$ cat src/rtl/boot_pkg.sv
package boot_pkg;

  localparam int PC_W = 16;

  typedef enum logic [2:0] {
    MODE_SINGLE   = 3'b000,
    MODE_ROMBOOT  = 3'b001,
    MODE_EXPANDED = 3'b010,
    MODE_DEV      = 3'b011,
    MODE_RSV_A    = 3'b100,
    MODE_HOSTBOOT = 3'b101,
    MODE_SERBOOT  = 3'b110,
    MODE_RSV_B    = 3'b111
  } op_mode_e;

  typedef enum logic [1:0] {
    ST_DECIDE,
    ST_LOAD,
    ST_DRAIN,
    ST_RUN
  } ldr_state_e;

  localparam logic [PC_W-1:0] VEC_LOW  = 16'h0000;
  localparam logic [PC_W-1:0] VEC_HIGH = 16'hE000;

  // Start address selected by a mode code.
  function automatic logic [PC_W-1:0] vector_for(input logic [2:0] m);
    return (m == MODE_EXPANDED) ? VEC_HIGH : VEC_LOW;
  endfunction

  // Internal program RAM is mapped in for every code except development mode.
  function automatic logic pram_on(input logic [2:0] m);
    return (m != MODE_DEV);
  endfunction

  // Only the ROM-boot code makes this block copy anything.
  function automatic logic wants_rom_load(input logic [2:0] m);
    return (m == MODE_ROMBOOT);
  endfunction

endpackage

$ cat src/rtl/boot_mode_reg.sv
module boot_mode_reg
  import boot_pkg::*;
(
  input  logic            clk,
  input  logic            rst_n,
  input  logic [2:0]      mode_pins,
  input  logic            sw_we,
  input  logic [2:0]      sw_mode,
  input  logic            force_single,
  output logic [2:0]      mode_q,
  output logic [PC_W-1:0] reset_vector,
  output logic            pram_en
);

  always_ff @(posedge clk) begin
    if (!rst_n)            mode_q <= mode_pins;
    else if (force_single) mode_q <= MODE_SINGLE;
    else if (sw_we)        mode_q <= sw_mode;
  end

  always_comb begin
    reset_vector = vector_for(mode_q);
    pram_en      = pram_on(mode_q);
  end

  // a software write lands one cycle later
  assert_remap_R7: assert property (@(posedge clk) disable iff (!rst_n)
    (sw_we && !force_single) |=> (mode_q == $past(sw_mode)));

  // leaving the copy always ends in single-chip mode
  assert_exit_single_R6: assert property (@(posedge clk) disable iff (!rst_n)
    force_single |=> (mode_q == MODE_SINGLE));

endmodule

$ cat src/rtl/boot_wait_timer.sv
module boot_wait_timer #(
  parameter int WAIT_STATES = 15,
  localparam int CW = (WAIT_STATES > 0) ? $clog2(WAIT_STATES + 1) : 1
) (
  input  logic clk,
  input  logic rst_n,
  input  logic active,
  output logic access_done
);

  localparam logic [CW-1:0] LAST = CW'(WAIT_STATES);

  logic [CW-1:0] cnt;

  assign access_done = active && (cnt == LAST);

  always_ff @(posedge clk) begin
    if (!rst_n || !active) cnt <= '0;
    else if (access_done)  cnt <= '0;
    else                   cnt <= cnt + 1'b1;
  end

  generate
    if (WAIT_STATES > 0) begin : g_gap
      // two accesses cannot both end on neighbouring cycles
      assert_access_gap_R3: assert property (@(posedge clk) disable iff (!rst_n)
        access_done |=> !access_done);
    end
  endgenerate

endmodule

$ cat src/rtl/boot_byte_packer.sv
module boot_byte_packer #(
  parameter int BYTE_W = 8,
  parameter int LANES  = 3,
  localparam int WORD_W    = BYTE_W * LANES,
  localparam int LOW_LANES = LANES - 1,
  localparam int SEL_W     = (LANES > 1) ? $clog2(LANES) : 1
) (
  input  logic              clk,
  input  logic              rst_n,
  input  logic              byte_valid,
  input  logic [BYTE_W-1:0] byte_in,
  output logic              word_valid,
  output logic [WORD_W-1:0] word_q
);

  logic [SEL_W-1:0]  sel;
  logic [BYTE_W-1:0] stash [LOW_LANES];
  logic [WORD_W-1:0] next_word;
  logic              group_end;

  assign group_end = byte_valid && (sel == SEL_W'(LOW_LANES));

  // Lower lanes come from the stash, the top lane from the byte arriving now.
  always_comb begin
    next_word = '0;
    for (int i = 0; i < LOW_LANES; i++)
      next_word[i*BYTE_W +: BYTE_W] = stash[i];
    next_word[LOW_LANES*BYTE_W +: BYTE_W] = byte_in;
  end

  generate
    for (genvar g = 0; g < LOW_LANES; g++) begin : g_lane
      always_ff @(posedge clk) begin
        if (!rst_n)                                  stash[g] <= '0;
        else if (byte_valid && sel == SEL_W'(g))     stash[g] <= byte_in;
      end
    end
  endgenerate

  always_ff @(posedge clk) begin
    if (!rst_n) begin
      sel        <= '0;
      word_valid <= 1'b0;
      word_q     <= '0;
    end else begin
      word_valid <= 1'b0;
      if (group_end) begin
        word_q     <= next_word;
        word_valid <= 1'b1;
        sel        <= '0;
      end else if (byte_valid) begin
        sel <= sel + 1'b1;
      end
    end
  end

  // the last byte of a group lands in the top lane
  assert_top_lane_R4: assert property (@(posedge clk) disable iff (!rst_n)
    group_end |=> (word_valid && word_q[WORD_W-1 -: BYTE_W] == $past(byte_in)));

endmodule

$ cat src/rtl/rom_boot_loader.sv
module rom_boot_loader
  import boot_pkg::*;
#(
  parameter int ROM_AW         = 16,
  parameter int BYTE_W         = 8,
  parameter int BYTES_PER_WORD = 3,
  parameter int NUM_WORDS      = 512,
  parameter int WAIT_STATES    = 15,
  localparam int WORD_W = BYTE_W * BYTES_PER_WORD,
  localparam int RAM_AW = (NUM_WORDS > 1) ? $clog2(NUM_WORDS) : 1
) (
  input  logic              clk,
  input  logic              rst_n,
  input  logic [2:0]        mode_pins,
  input  logic              sw_mode_we,
  input  logic [2:0]        sw_mode_data,
  output logic [ROM_AW-1:0] rom_addr,
  output logic              rom_rd,
  input  logic [BYTE_W-1:0] rom_data,
  output logic              ram_we,
  output logic [RAM_AW-1:0] ram_addr,
  output logic [WORD_W-1:0] ram_wdata,
  output logic [2:0]        mode_q,
  output logic              pram_en,
  output logic [PC_W-1:0]   reset_vector,
  output logic              core_run,
  output logic              boot_done
);

  localparam int TOTAL_BYTES = NUM_WORDS * BYTES_PER_WORD;
  localparam logic [ROM_AW-1:0] LAST_BYTE_ADDR = ROM_AW'(TOTAL_BYTES - 1);

  ldr_state_e        state, state_nx;
  logic [ROM_AW-1:0] byte_addr;
  logic [RAM_AW-1:0] word_idx;
  logic              load_active;
  logic              access_done;
  logic              last_byte;
  logic              finish_evt;
  logic              word_valid;
  logic [WORD_W-1:0] word_q;

  assign load_active = (state == ST_LOAD);
  assign last_byte   = (byte_addr == LAST_BYTE_ADDR);
  assign finish_evt  = (state == ST_DRAIN);

  boot_mode_reg u_mode (
    .clk          (clk),
    .rst_n        (rst_n),
    .mode_pins    (mode_pins),
    .sw_we        (sw_mode_we),
    .sw_mode      (sw_mode_data),
    .force_single (finish_evt),
    .mode_q       (mode_q),
    .reset_vector (reset_vector),
    .pram_en      (pram_en)
  );

  boot_wait_timer #(.WAIT_STATES(WAIT_STATES)) u_timer (
    .clk         (clk),
    .rst_n       (rst_n),
    .active      (load_active),
    .access_done (access_done)
  );

  boot_byte_packer #(.BYTE_W(BYTE_W), .LANES(BYTES_PER_WORD)) u_pack (
    .clk        (clk),
    .rst_n      (rst_n),
    .byte_valid (access_done),
    .byte_in    (rom_data),
    .word_valid (word_valid),
    .word_q     (word_q)
  );

  always_comb begin
    state_nx = state;
    case (state)
      ST_DECIDE: state_nx = wants_rom_load(mode_q) ? ST_LOAD : ST_RUN;
      ST_LOAD:   if (access_done && last_byte) state_nx = ST_DRAIN;
      ST_DRAIN:  state_nx = ST_RUN;
      default:   state_nx = ST_RUN;
    endcase
  end

  always_ff @(posedge clk) begin
    if (!rst_n) begin
      state     <= ST_DECIDE;
      byte_addr <= '0;
      word_idx  <= '0;
      boot_done <= 1'b0;
    end else begin
      state <= state_nx;
      if (access_done) byte_addr <= byte_addr + 1'b1;
      if (word_valid)  word_idx  <= word_idx + 1'b1;
      if (finish_evt)  boot_done <= 1'b1;
    end
  end

  assign rom_addr  = byte_addr;
  assign rom_rd    = load_active;
  assign ram_we    = word_valid;
  assign ram_addr  = word_idx;
  assign ram_wdata = word_q;
  assign core_run  = (state == ST_RUN);

  // address and strobe hold for the whole access
  assert_addr_hold_R3: assert property (@(posedge clk) disable iff (!rst_n)
    (rom_rd && !access_done) |=> (rom_rd && $stable(rom_addr)));

  // the next access follows at the next byte address
  assert_addr_step_R3: assert property (@(posedge clk) disable iff (!rst_n)
    (rom_rd && access_done && !last_byte) |=> (rom_rd && rom_addr == $past(rom_addr) + 1'b1));

  // a running core sees no copy traffic
  assert_quiet_run_R6: assert property (@(posedge clk) disable iff (!rst_n)
    core_run |-> (!rom_rd && !ram_we));

  // the final word is written in the completion cycle
  assert_last_write_R5: assert property (@(posedge clk) disable iff (!rst_n)
    finish_evt |-> ram_we);

  // release after a copy finds mode 000
  assert_done_mode_R6: assert property (@(posedge clk) disable iff (!rst_n)
    ($rose(core_run) && boot_done) |-> (mode_q == MODE_SINGLE));

  // non-boot codes release the core at once
  assert_direct_run_R1: assert property (@(posedge clk) disable iff (!rst_n)
    (state == ST_DECIDE && !wants_rom_load(mode_q)) |=> (core_run && !boot_done));

endmodule

$ cat config.mk
export PLATFORM = sky130hd
export DESIGN_NAME = rom_boot_loader
export DESIGN_NICKNAME = d
export VERILOG_FILES = /design/src/rtl/boot_pkg.sv /design/src/rtl/boot_mode_reg.sv /design/src/rtl/boot_wait_timer.sv /design/src/rtl/boot_byte_packer.sv /design/src/rtl/rom_boot_loader.sv
export SDC_FILE = /design/constraint.sdc
export NUM_CORES = 1
export LEC_CHECK = 0
export BUFFER_PORTS_ARGS = -buffer_cell sky130_fd_sc_hd__buf_2
export CORE_UTILIZATION = 50
export DETAILED_ROUTE_END_ITERATION = 8
export PLACE_DENSITY = 0.77
export SYNTH_ARGS = -nofsm -noshare
export SYNTH_HDL_FRONTEND = slang
export SYNTH_SLANG_ARGS = --single-unit
$ cat constraint.sdc
create_clock -name clk -period 4.8 [get_ports clk]
set_clock_uncertainty 0.1 [all_clocks]
set_input_delay 0.48 -clock clk [delete_from_list [all_inputs] [get_ports clk]]
set_output_delay 0.48 -clock clk [all_outputs]
set_load 0.02 [all_outputs]
==> metrics.txt <==
RSZ-0062 raised after global routing=false; drt total wl=5940 um; Area Growth Syn to Fin=16.6%; Post-CTS Setup Repair Bufs=0; vias in the first global route=approximately 2000; TritonCTS buffer count=9; commonest cells in the netlist=dfxtp_1 (59), nor2_1 (26), a22o_1 (24); MaxCap Viol Count=0; VDD IR max=~0.24 mV; count leader, synth=dfxtp_1; Placeable Area=0.00603 mm2; Storage cell area=roughly 0.0018 mm2; total of cells resized after clock tree synthesis=0; via/cell ratio=~5.1; leading area contributor after synthesis=dfxtp_1; routed vias=about 2300; result of the run=finished, final reports clean; CTS root buffer=clkbuf_8; chip width=between 80 and 90 um; Ports=90; Post-synth EDFFs=19; final hold vios=0; Worst Hold Class=in2reg; Cell Area, Synth=0.00319 mm2; WS Path Type=reg2reg; Reg clk slew, reported paths=approximately 80 ps; CTS tree=done; Slew headroom=25.3%; Die Y=81.8 um; crit end category=flip-flop; min cycle time layout=about 2500 ps; register bit total from synthesis=78; Nets=390; critical path arrival=between 2000 and 3000 ps; post-synthesis average cell area=approximately 11 um2; Mapped Cells=just under 300; Worst Setup SP=state[0]$_SDFFE_PN0P_; ant diodes=0; post-route DRC violation count=0; Slew Limit Fails=0; routability cong.=0.745; Rows=28; initial antenna violation count=0; required time worst endpoint=about 5000 ps; P per Cell Area=roughly 330 mW/mm2; CTS Hold Bufs=0; Synth area leaders=dfxtp_1 (37%), edfxtp_1 (18%), a22o_1 (6.6%); share of the synthesized area in the top cell type=37.1%; Syn. warnings=0; full die area=around 0.0067 mm2; layout cell share with drive strength beyond 1=about 25%; hold path depth=2; FF-to-FF setup slack=~2300 ps; Leakage Power=roughly 1.6 nW; Clk Latency, worst-skew pair=roughly 340 ps; Tot GR Track Use=19.3%; area occupied by multi-input gates=0.00127 mm2; ANT nets after route=0; FMAX=around 0.40 GHz; crit share post-route=between 50 and 60%; Clock Sinks=between 70 and 80; Critical Path Source Type=flip-flop; most frequently used flop master after synthesis=dfxtp_1; DRT Pass-1 Iters=4; Least-Margin Pin Slew=between 1000 and 1500 ps; share of async-settable or async-resettable flops after synthesis=0%; Post-DP HPWL=4050 um; # setup viols final=0; largest fanout on the critical path=25; fin area=0.00371 mm2; CP endpoint=u_pack.word_q[23]$_SDFFE_PN0P_; Filler cells=around 520; clock buffer depth=2; worst reg2reg path startpoint=state[0]$_SDFFE_PN0P_; CTS H-tree depth=3; Placed Area=roughly 0.0035 mm2; Initial Util=52.9%; Reg2Reg Capture Point=u_pack.word_q[23]$_SDFFE_PN0P_; I/O Buffers=between 70 and 80; synth unique cells=38; Seq/Total Area, Yosys=around 55%; global-route wire length before repair=9540 um; First DRT Iteration DRCs=93; total gr overflow=0; DR WL/cell=around 13 um; largest net degree at the start of global routing=30; setup TNS=0 ps; Reg2Reg Depth=4
-- power breakdown --
part           internal, W  switching, W
logic            0.0000153     0.0000413
clock network     0.000239      0.000235
registers         0.000681    0.00000606
total             0.000935      0.000283
-- area by class of cell --
| class | instances | area share, % |
|---|---|---|
| Clock buffer | 10 | 3.44 |
| Timing Repair Buffer | 76 | 10.2 |
| Tap cell | 75 | 2.53 |
| Sequential cell | 78 | 47.2 |
| Inverter | 7 | 0.708 |
| Multi-Input combinational cell | 195 | 34.2 |
| Clock inverter | 6 | 1.68 |
-- registers in the layout (all words and copies together), names as in the netlist --
name / cells
u_pack.stash: 16
ram_addr: 9
state: 2
rom_addr: 16
u_pack.word_q: 24
u_mode.mode_q: 3
u_timer.cnt: 4
u_pack.sel: 2
boot_done: 1
u_pack.word_valid: 1
-- worst min path at each step --
stage,start,to,slack (ps)
3_3_place_gp,u_timer.cnt[0]$_SDFF_PP0_,u_timer.cnt[0]$_SDFF_PP0_,330
2_1_floorplan,u_timer.cnt[0]$_SDFF_PP0_,u_timer.cnt[0]$_SDFF_PP0_,320
6_report,rom_data[5],u_pack.word_q[21]$_SDFFE_PN0P_,270
5_1_grt,rom_data[4],u_pack.word_q[20]$_SDFFE_PN0P_,280
4_1_cts,rom_data[1],u_pack.word_q[17]$_SDFFE_PN0P_,260
3_5_place_dp,u_pack.stash[0][2]$_SDFFCE_PN0P_,u_pack.word_q[2]$_SDFFE_PN0P_,340
-- cell families (layout without fill, tap and decap cells) --
kind of cell    after synthesis  count (layout)  share of synthesized area, %
compound gates               41              41                          10.2
fa+ha+maj                     6               6                          2.36
other cells                   1              13                         0.118
simple gates                111             111                          19.0
flops                        78              78                          55.0
buf+inv                      35              99                          6.52
mux                           5               5                          1.57
xor+xnor                     19              19                          5.22
-- cells in the final DEF (no fill, tap or decap), types with 2 or more instances in the layout --
cell type | netlist | final
nor2b_1 | 3 | 3
edfxtp_1 | 19 | 19
clkbuf_8 | 0 | 9
dfxtp_1 | 59 | 59
buf_2 | 4 | 76
clkinvlp_4 | 0 | 2
mux2i_1 | 5 | 5
and2_1 | 19 | 19
or4_1 | 4 | 4
nand2b_1 | 4 | 4
nor3_1 | 4 | 4
conb_1 | 1 | 13
xnor2_1 | 10 | 10
and4_1 | 2 | 2
o2bb2ai_1 | 3 | 3
nand3_1 | 10 | 10
xor2_1 | 9 | 9
inv_1 | 7 | 7
nand2_1 | 16 | 16
a22o_1 | 24 | 24
nand4_1 | 5 | 5
nand3b_1 | 2 | 2
nor2_1 | 26 | 26
ha_1 | 6 | 6
and3_1 | 7 | 7
o31ai_1 | 4 | 4
a21oi_1 | 8 | 8
-- critical path, cell delays in order (launching register included) --
cell and delay, ps:
dfxtp_1 430, nor2b_1 440, and2_1 440, and3_1 790
a22o_1 240
-- stage by stage --
stage,setup WS [ps],total power [W],instances,hold slack (ps),util (%)
floorplan,2770,0.000749,308,318,-
global placement,2280,0.000757,431,331,58.5
detailed placement,2140,0.000759,431,344,58.5
CTS,2340,0.00122,447,258,61.6
global route,2110,0.00126,447,280,61.6
finish,2300,0.00122,447,272,61.6
-- per-layer routing --
layer | share of wire [%] | global-route usage [%] | wire length [um]
met1 | 51 | 26.4 | 3010
met2 | 43 | 28.3 | 2540
met3 | 4.8 | 5.11 | 285
met4 | 1.6 | 9.30 | 95
met5 | 0 | 0 | 0
Power figures use the tool's default switching activity.
